<file path="src/rtl/alarm_pkg.sv">
package alarm_pkg;

    typedef struct packed {
        logic       day_msk;
        logic       wd_sel;
        logic [5:0] day;
        logic       hr_msk;
        logic       pm;
        logic [5:0] hour;
        logic       min_msk;
        logic [6:0] min;
        logic       sec_msk;
        logic [6:0] sec;
    } alarm_word_t;

    typedef struct packed {
        logic [6:0] sec;
        logic [6:0] min;
        logic [5:0] hour;
        logic [5:0] date;
        logic [2:0] wday;
    } cal_t;

    typedef enum logic {
        CLR_WRITE_ZERO = 1'b0,
        CLR_WRITE_ONE  = 1'b1
    } clr_style_e;

    localparam int WORD_W   = $bits(alarm_word_t);
    localparam int FLAG_BIT = 8;
    localparam int CLR_BIT  = 0;

    function automatic logic field_ok(input logic msk, input logic eq);
        return msk | eq;
    endfunction

endpackage

</file>
<file path="src/rtl/alarm_wr_gate.sv">
module alarm_wr_gate
    import alarm_pkg::*;
#(
    parameter int WF_DELAY = 2
) (
    input  logic                clk,
    input  logic                rst,
    input  logic                alm_en,
    input  logic                alm_we,
    input  logic [WORD_W-1:0]   wdata,
    output logic                wr_ok,
    output alarm_word_t         word_q
);
    localparam int CW = (WF_DELAY < 1) ? 1 : $clog2(WF_DELAY + 1);
    localparam logic [CW-1:0] LIMIT = CW'(WF_DELAY);

    logic [CW-1:0] dis_cnt;

    always_ff @(posedge clk) begin
        if (rst) begin
            dis_cnt <= '0;
        end else if (alm_en) begin
            dis_cnt <= '0;
        end else if (dis_cnt != LIMIT) begin
            dis_cnt <= dis_cnt + 1'b1;
        end
    end

    assign wr_ok = (dis_cnt == LIMIT) && (WF_DELAY > 0);

    always_ff @(posedge clk) begin
        if (rst) begin
            word_q <= '0;
        end else if (alm_we && wr_ok && !alm_en) begin
            word_q <= alarm_word_t'(wdata);
        end
    end
endmodule

</file>
<file path="src/rtl/alarm_field_cmp.sv">
module alarm_field_cmp
    import alarm_pkg::*;
(
    input  alarm_word_t word,
    input  cal_t        cal,
    output logic        hit
);
    logic sec_eq, min_eq, hr_eq, day_eq;

    always_comb begin
        sec_eq = (word.sec == cal.sec);
        min_eq = (word.min == cal.min);
        hr_eq  = (word.hour == cal.hour);
        if (word.wd_sel) begin
            day_eq = (word.day[3:0] == {1'b0, cal.wday});
        end else begin
            day_eq = (word.day == cal.date);
        end
        hit = field_ok(word.sec_msk, sec_eq) &
              field_ok(word.min_msk, min_eq) &
              field_ok(word.hr_msk,  hr_eq)  &
              field_ok(word.day_msk, day_eq);
    end
endmodule

</file>
<file path="src/rtl/alarm_flag_ctl.sv">
module alarm_flag_ctl
    import alarm_pkg::*;
#(
    parameter clr_style_e CLR_STYLE = CLR_WRITE_ZERO
) (
    input  logic              clk,
    input  logic              rst,
    input  logic              set_req,
    input  logic              sts_we,
    input  logic              clr_we,
    input  logic [WORD_W-1:0] wdata,
    input  logic              irq_en,
    output logic              flag,
    output logic              irq
);
    logic clr_req;

    generate
        if (CLR_STYLE == CLR_WRITE_ZERO) begin : g_wz
            assign clr_req = sts_we && !wdata[FLAG_BIT];
        end else begin : g_wo
            assign clr_req = clr_we && wdata[CLR_BIT];
        end
    endgenerate

    always_ff @(posedge clk) begin
        if (rst) begin
            flag <= 1'b0;
        end else begin
            flag <= set_req | (flag & ~clr_req);
        end
    end

    assign irq = flag & irq_en;
endmodule

</file>
<file path="src/rtl/alarm_match_unit.sv">
module alarm_match_unit
    import alarm_pkg::*;
#(
    parameter int         WF_DELAY  = 2,
    parameter clr_style_e CLR_STYLE = CLR_WRITE_ZERO
) (
    input  logic        clk,
    input  logic        rst,
    input  logic        cal_tick,
    input  logic [6:0]  cal_sec,
    input  logic [6:0]  cal_min,
    input  logic [5:0]  cal_hour,
    input  logic [5:0]  cal_date,
    input  logic [2:0]  cal_wday,
    input  logic        alm_en,
    input  logic        irq_en,
    input  logic [31:0] reg_wdata,
    input  logic        alm_we,
    input  logic        sts_we,
    input  logic        clr_we,
    output logic        wr_ok,
    output logic [31:0] alarm_word,
    output logic        alarm_flag,
    output logic        alarm_irq
);
    alarm_word_t word_q;
    cal_t        cal;
    logic        hit;
    logic        set_req;

    assign cal = '{sec: cal_sec, min: cal_min, hour: cal_hour,
                   date: cal_date, wday: cal_wday};

    alarm_wr_gate #(.WF_DELAY(WF_DELAY)) u_gate (
        .clk    (clk),
        .rst    (rst),
        .alm_en (alm_en),
        .alm_we (alm_we),
        .wdata  (reg_wdata),
        .wr_ok  (wr_ok),
        .word_q (word_q)
    );

    alarm_field_cmp u_cmp (
        .word (word_q),
        .cal  (cal),
        .hit  (hit)
    );

    assign set_req = cal_tick && alm_en && hit;

    alarm_flag_ctl #(.CLR_STYLE(CLR_STYLE)) u_flag (
        .clk     (clk),
        .rst     (rst),
        .set_req (set_req),
        .sts_we  (sts_we),
        .clr_we  (clr_we),
        .wdata   (reg_wdata),
        .irq_en  (irq_en),
        .flag    (alarm_flag),
        .irq     (alarm_irq)
    );

    assign alarm_word = word_q;
endmodule

</file>
<file path="config.mk">
export PLATFORM = sky130hd
export DESIGN_NAME = alarm_match_unit
export DESIGN_NICKNAME = d
export VERILOG_FILES = /design/src/rtl/alarm_pkg.sv /design/src/rtl/alarm_wr_gate.sv /design/src/rtl/alarm_field_cmp.sv /design/src/rtl/alarm_flag_ctl.sv /design/src/rtl/alarm_match_unit.sv
export SDC_FILE = /design/constraint.sdc
export NUM_CORES = 1
export LEC_CHECK = 0
export ABC_AREA = 0
export BUFFER_PORTS_ARGS = -buffer_cell sky130_fd_sc_hd__buf_4
export CAP_MARGIN = 5
export CORE_ASPECT_RATIO = 2
export CORE_MARGIN = 2
export CORE_UTILIZATION = 35
export DETAILED_ROUTE_END_ITERATION = 12
export PLACE_DENSITY = 0.73
export SLEW_MARGIN = 15
export SYNTH_ARGS = -nofsm -noshare
export SYNTH_HDL_FRONTEND = slang
export SYNTH_SLANG_ARGS = --single-unit
</file>
<file path="constraint.sdc">
create_clock -name clk -period 3 [get_ports clk]
set_clock_uncertainty 0.2 [all_clocks]
set_input_delay 0.3 -clock clk [delete_from_list [all_inputs] [get_ports clk]]
set_output_delay 0.3 -clock clk [all_outputs]
set_load 0.005 [all_outputs]
</file>
==> flow_summary.json <==
{
  "outcome": "complete, no violations",
  "period_share_pct": 65.7,
  "maximum_frequency_from_static_timing_analysis_mhz": 507,
  "setup_viol": 0,
  "final.setup.worst_slack_ns": 1.03,
  "grt_max_degree": 37,
  "vias_in_the_first_global_route": 1597,
  "ys_seq_area_share_pct": 44.3,
  "gpl.final_weighted_congestion": 0.806,
  "rsz0062_at_grt": "no",
  "detailed_place_hpwl_um": 3520,
  "post_synth_main_area_contributors": "dfxtp_1 (44%), nand2_1 (15%), xor2_1 (11%), a21oi_1 (10%), xnor2_1 (6.1%)",
  "num_antenna_cells": 0,
  "route.final.wire_length_um": 4530,
  "static-leakage-power_uw": 0.00110,
  "cts_tree": "built",
  "dp_slack_ns": 1.01,
  "clk-insertion-delay-late_ns": 0.28,
  "cts_htree_levels": 2,
  "final.setup.tns_ns": 0,
  "asyncSetResetFlopFracSynth_pct": 0,
  "syn-cell-area_um2": 1580,
  "final_routed_drc_violation_total": 0,
  "die_area_um2": 5110,
  "syn_area_per_cell_um2": 8.08,
  "final_hold_violating_endpoints": 0,
  "start_util_pct": 36.5,
  "finalCriticalPeriod_ns": 1.97,
  "yosysTopAreaCellShare_pct": 44.3,
  "slew_headroom_pct": 65.8,
  "clk_transition_reported_paths_ns": 0.07,
  "ctsRootBufferMaster": "clkbuf_8",
  "final-max-slew-violation-count": 0,
  "vias": 1662,
  "drive_above_1_share_pct": 38.2,
  "post_synth_num_cell_types": 21,
  "route.antenna.remaining_nets": 0,
  "grt_first_pass_wirelength_um": 7250,
  "route.detailed.vias_per_inst": 4.75,
  "die_boundary_width_um": 51.6,
  "ys.warnings.count": 0,
  "max_cap_violations": 0,
  "yosys.area.top_type": "dfxtp_1",
  "dr.pass1.iters": 4,
  "yosys-top-cells-count": "nand2_1 (64), dfxtp_1 (35), a21oi_1 (33)",
  "core_region_area_um2": 4340,
  "cp_max_fo": 19,
  "required_time_at_the_endpoint_of_the_critical_path_ns": 3.01,
  "cts.hold.buffers_added": 0,
  "syn-instance-count": 196,
  "syn_nets": 266,
  "worstSetupPathType": "flip-flop to flip-flop",
  "drtIter0Drc": 12,
  "clockBufferDepth": 2,
  "placement.io_buffers": 102,
  "critical_path.endpoint_type": "flip-flop",
  "overflow": 0,
  "cts_num_sinks": 35,
  "area_delta_synth_final_pct": 56.5,
  "antenna_found_initial": 0,
  "cts_setup_buffers": 0,
  "wl_per_cell_um": 12.9,
  "tightest_slew_ns": 0.513,
  "critical_path.startpoint_type": "flip-flop",
  "synth_enable_flop_cells": 0,
  "design.portCount": 104,
  "synth_most_common_cell": "nand2_1",
  "numCtsBuffers": 5,
  "timing.hold.worst.class": "input pin to flip-flop",
  "die_y_um": 99.1,
  "num-nets-final": 366,
  "postCtsResizedCells": 0,
  "yosys_most_used_dff": "dfxtp_1",
  "worst_ir_drop_vdd_uv": 360,
  "cellPowerDensity_nw_per_um2": 375,
  "ys_ff_latch": 35,
  "row_count": 34,
  "timing.critical_path.arrival_ns": 1.98,
  "global_route.usage.total_pct": 18.8,
  "fin_worst_hold_slack_ns": 0.0138
}
state kept, by name (all words and copies together) (netlist names):
| register | count |
|---|---|
| u_flag.flag | 1 |
| u_gate.word_q | 32 |
| u_gate.dis_cnt | 2 |
cells by family (layout without fill, tap and decap cells):
| kind of cell | count (synthesis) | after routing | synth area share [%] |
|---|---|---|---|
| compound gates | 37 | 37 | 13.1 |
| xor+xnor | 30 | 30 | 16.6 |
| fa+ha+maj | 1 | 1 | 0.790 |
| buf+inv | 12 | 112 | 2.85 |
| flops | 35 | 35 | 44.3 |
| simple gates | 81 | 81 | 22.4 |
placed cells by master (no fill, tap or decap):
cell type / instances
buf_4: 104
nor2_1: 1
dfxtp_1: 35
clkinv_2: 1
ha_1: 1
a21oi_1: 33
nand3b_1: 4
nor4_1: 2
and3b_1: 1
o32ai_1: 1
xor2_1: 19
nand2_1: 64
o41ai_2: 1
nand4_1: 1
a41oi_1: 2
nor4_2: 1
clkbuf_8: 6
nand2b_1: 1
inv_1: 1
nor3_1: 4
or4_1: 1
xnor2_1: 11
and2_1: 1
cell type report:
class | instances | area (um2)
clock inverter | 1 | 5.00
tap | 54 | 67.6
timing repair buffer | 104 | 781
fill | 445 | 1860
multi-input combinational | 149 | 837
clock buffer | 6 | 82.6
inverter | 1 | 3.75
sequential | 35 | 701
worst max-delay path, stage by stage (launching register included):
cell     delay (ns)
dfxtp_1        0.32
inv_1          0.05
ha_1           0.26
and3b_1        0.52
buf_4          0.33
nand2_1        0.08
a21oi_1        0.12
per-stage QoR:
step	util [%]	instance area (um2)	power, uW	instances
after floorplan	-	1580	520	196
after global placement	55.1	2390	601	343
after detailed placement	55.1	2390	604	343
after CTS	57.1	2480	946	350
after global routing	57.1	2480	977	350
final	57.1	2480	928	350
where the power goes:
| part | total [uW] | switching (uW) | leakage, uW | internal [uW] |
|---|---|---|---|---|
| sequential | 473 | 3.93 | 0.000282 | 469 |
| combinational | 119 | 41.5 | 0.000772 | 77.2 |
| clock | 336 | 156 | 0.0000470 | 180 |
| total | 928 | 202 | 0.00110 | 726 |
metal layers:
metal | up-vias | track usage [%] | share of wire, %
li1 | 843 | - | -
met1 | 731 | 19.0 | 33
met2 | 74 | 32.9 | 55
met3 | 14 | 5.71 | 7.3
met4 | 0 | 10.5 | 3.8
met5 | - | 0 | 0
worst paths after layout:
path	from	end	slack, ns	cells after the start
hold / removal	alm_en	u_gate.dis_cnt[0]	0.01	2
setup reg to reg	u_gate.dis_cnt[0]	u_gate.word_q[9]	1.03	6
hold reg to reg	u_gate.word_q[22]	u_gate.word_q[22]	0.26	2
setup / recovery	u_gate.dis_cnt[0]	u_gate.word_q[9]	1.03	6
No activity file was read; power rests on OpenSTA's default activity.
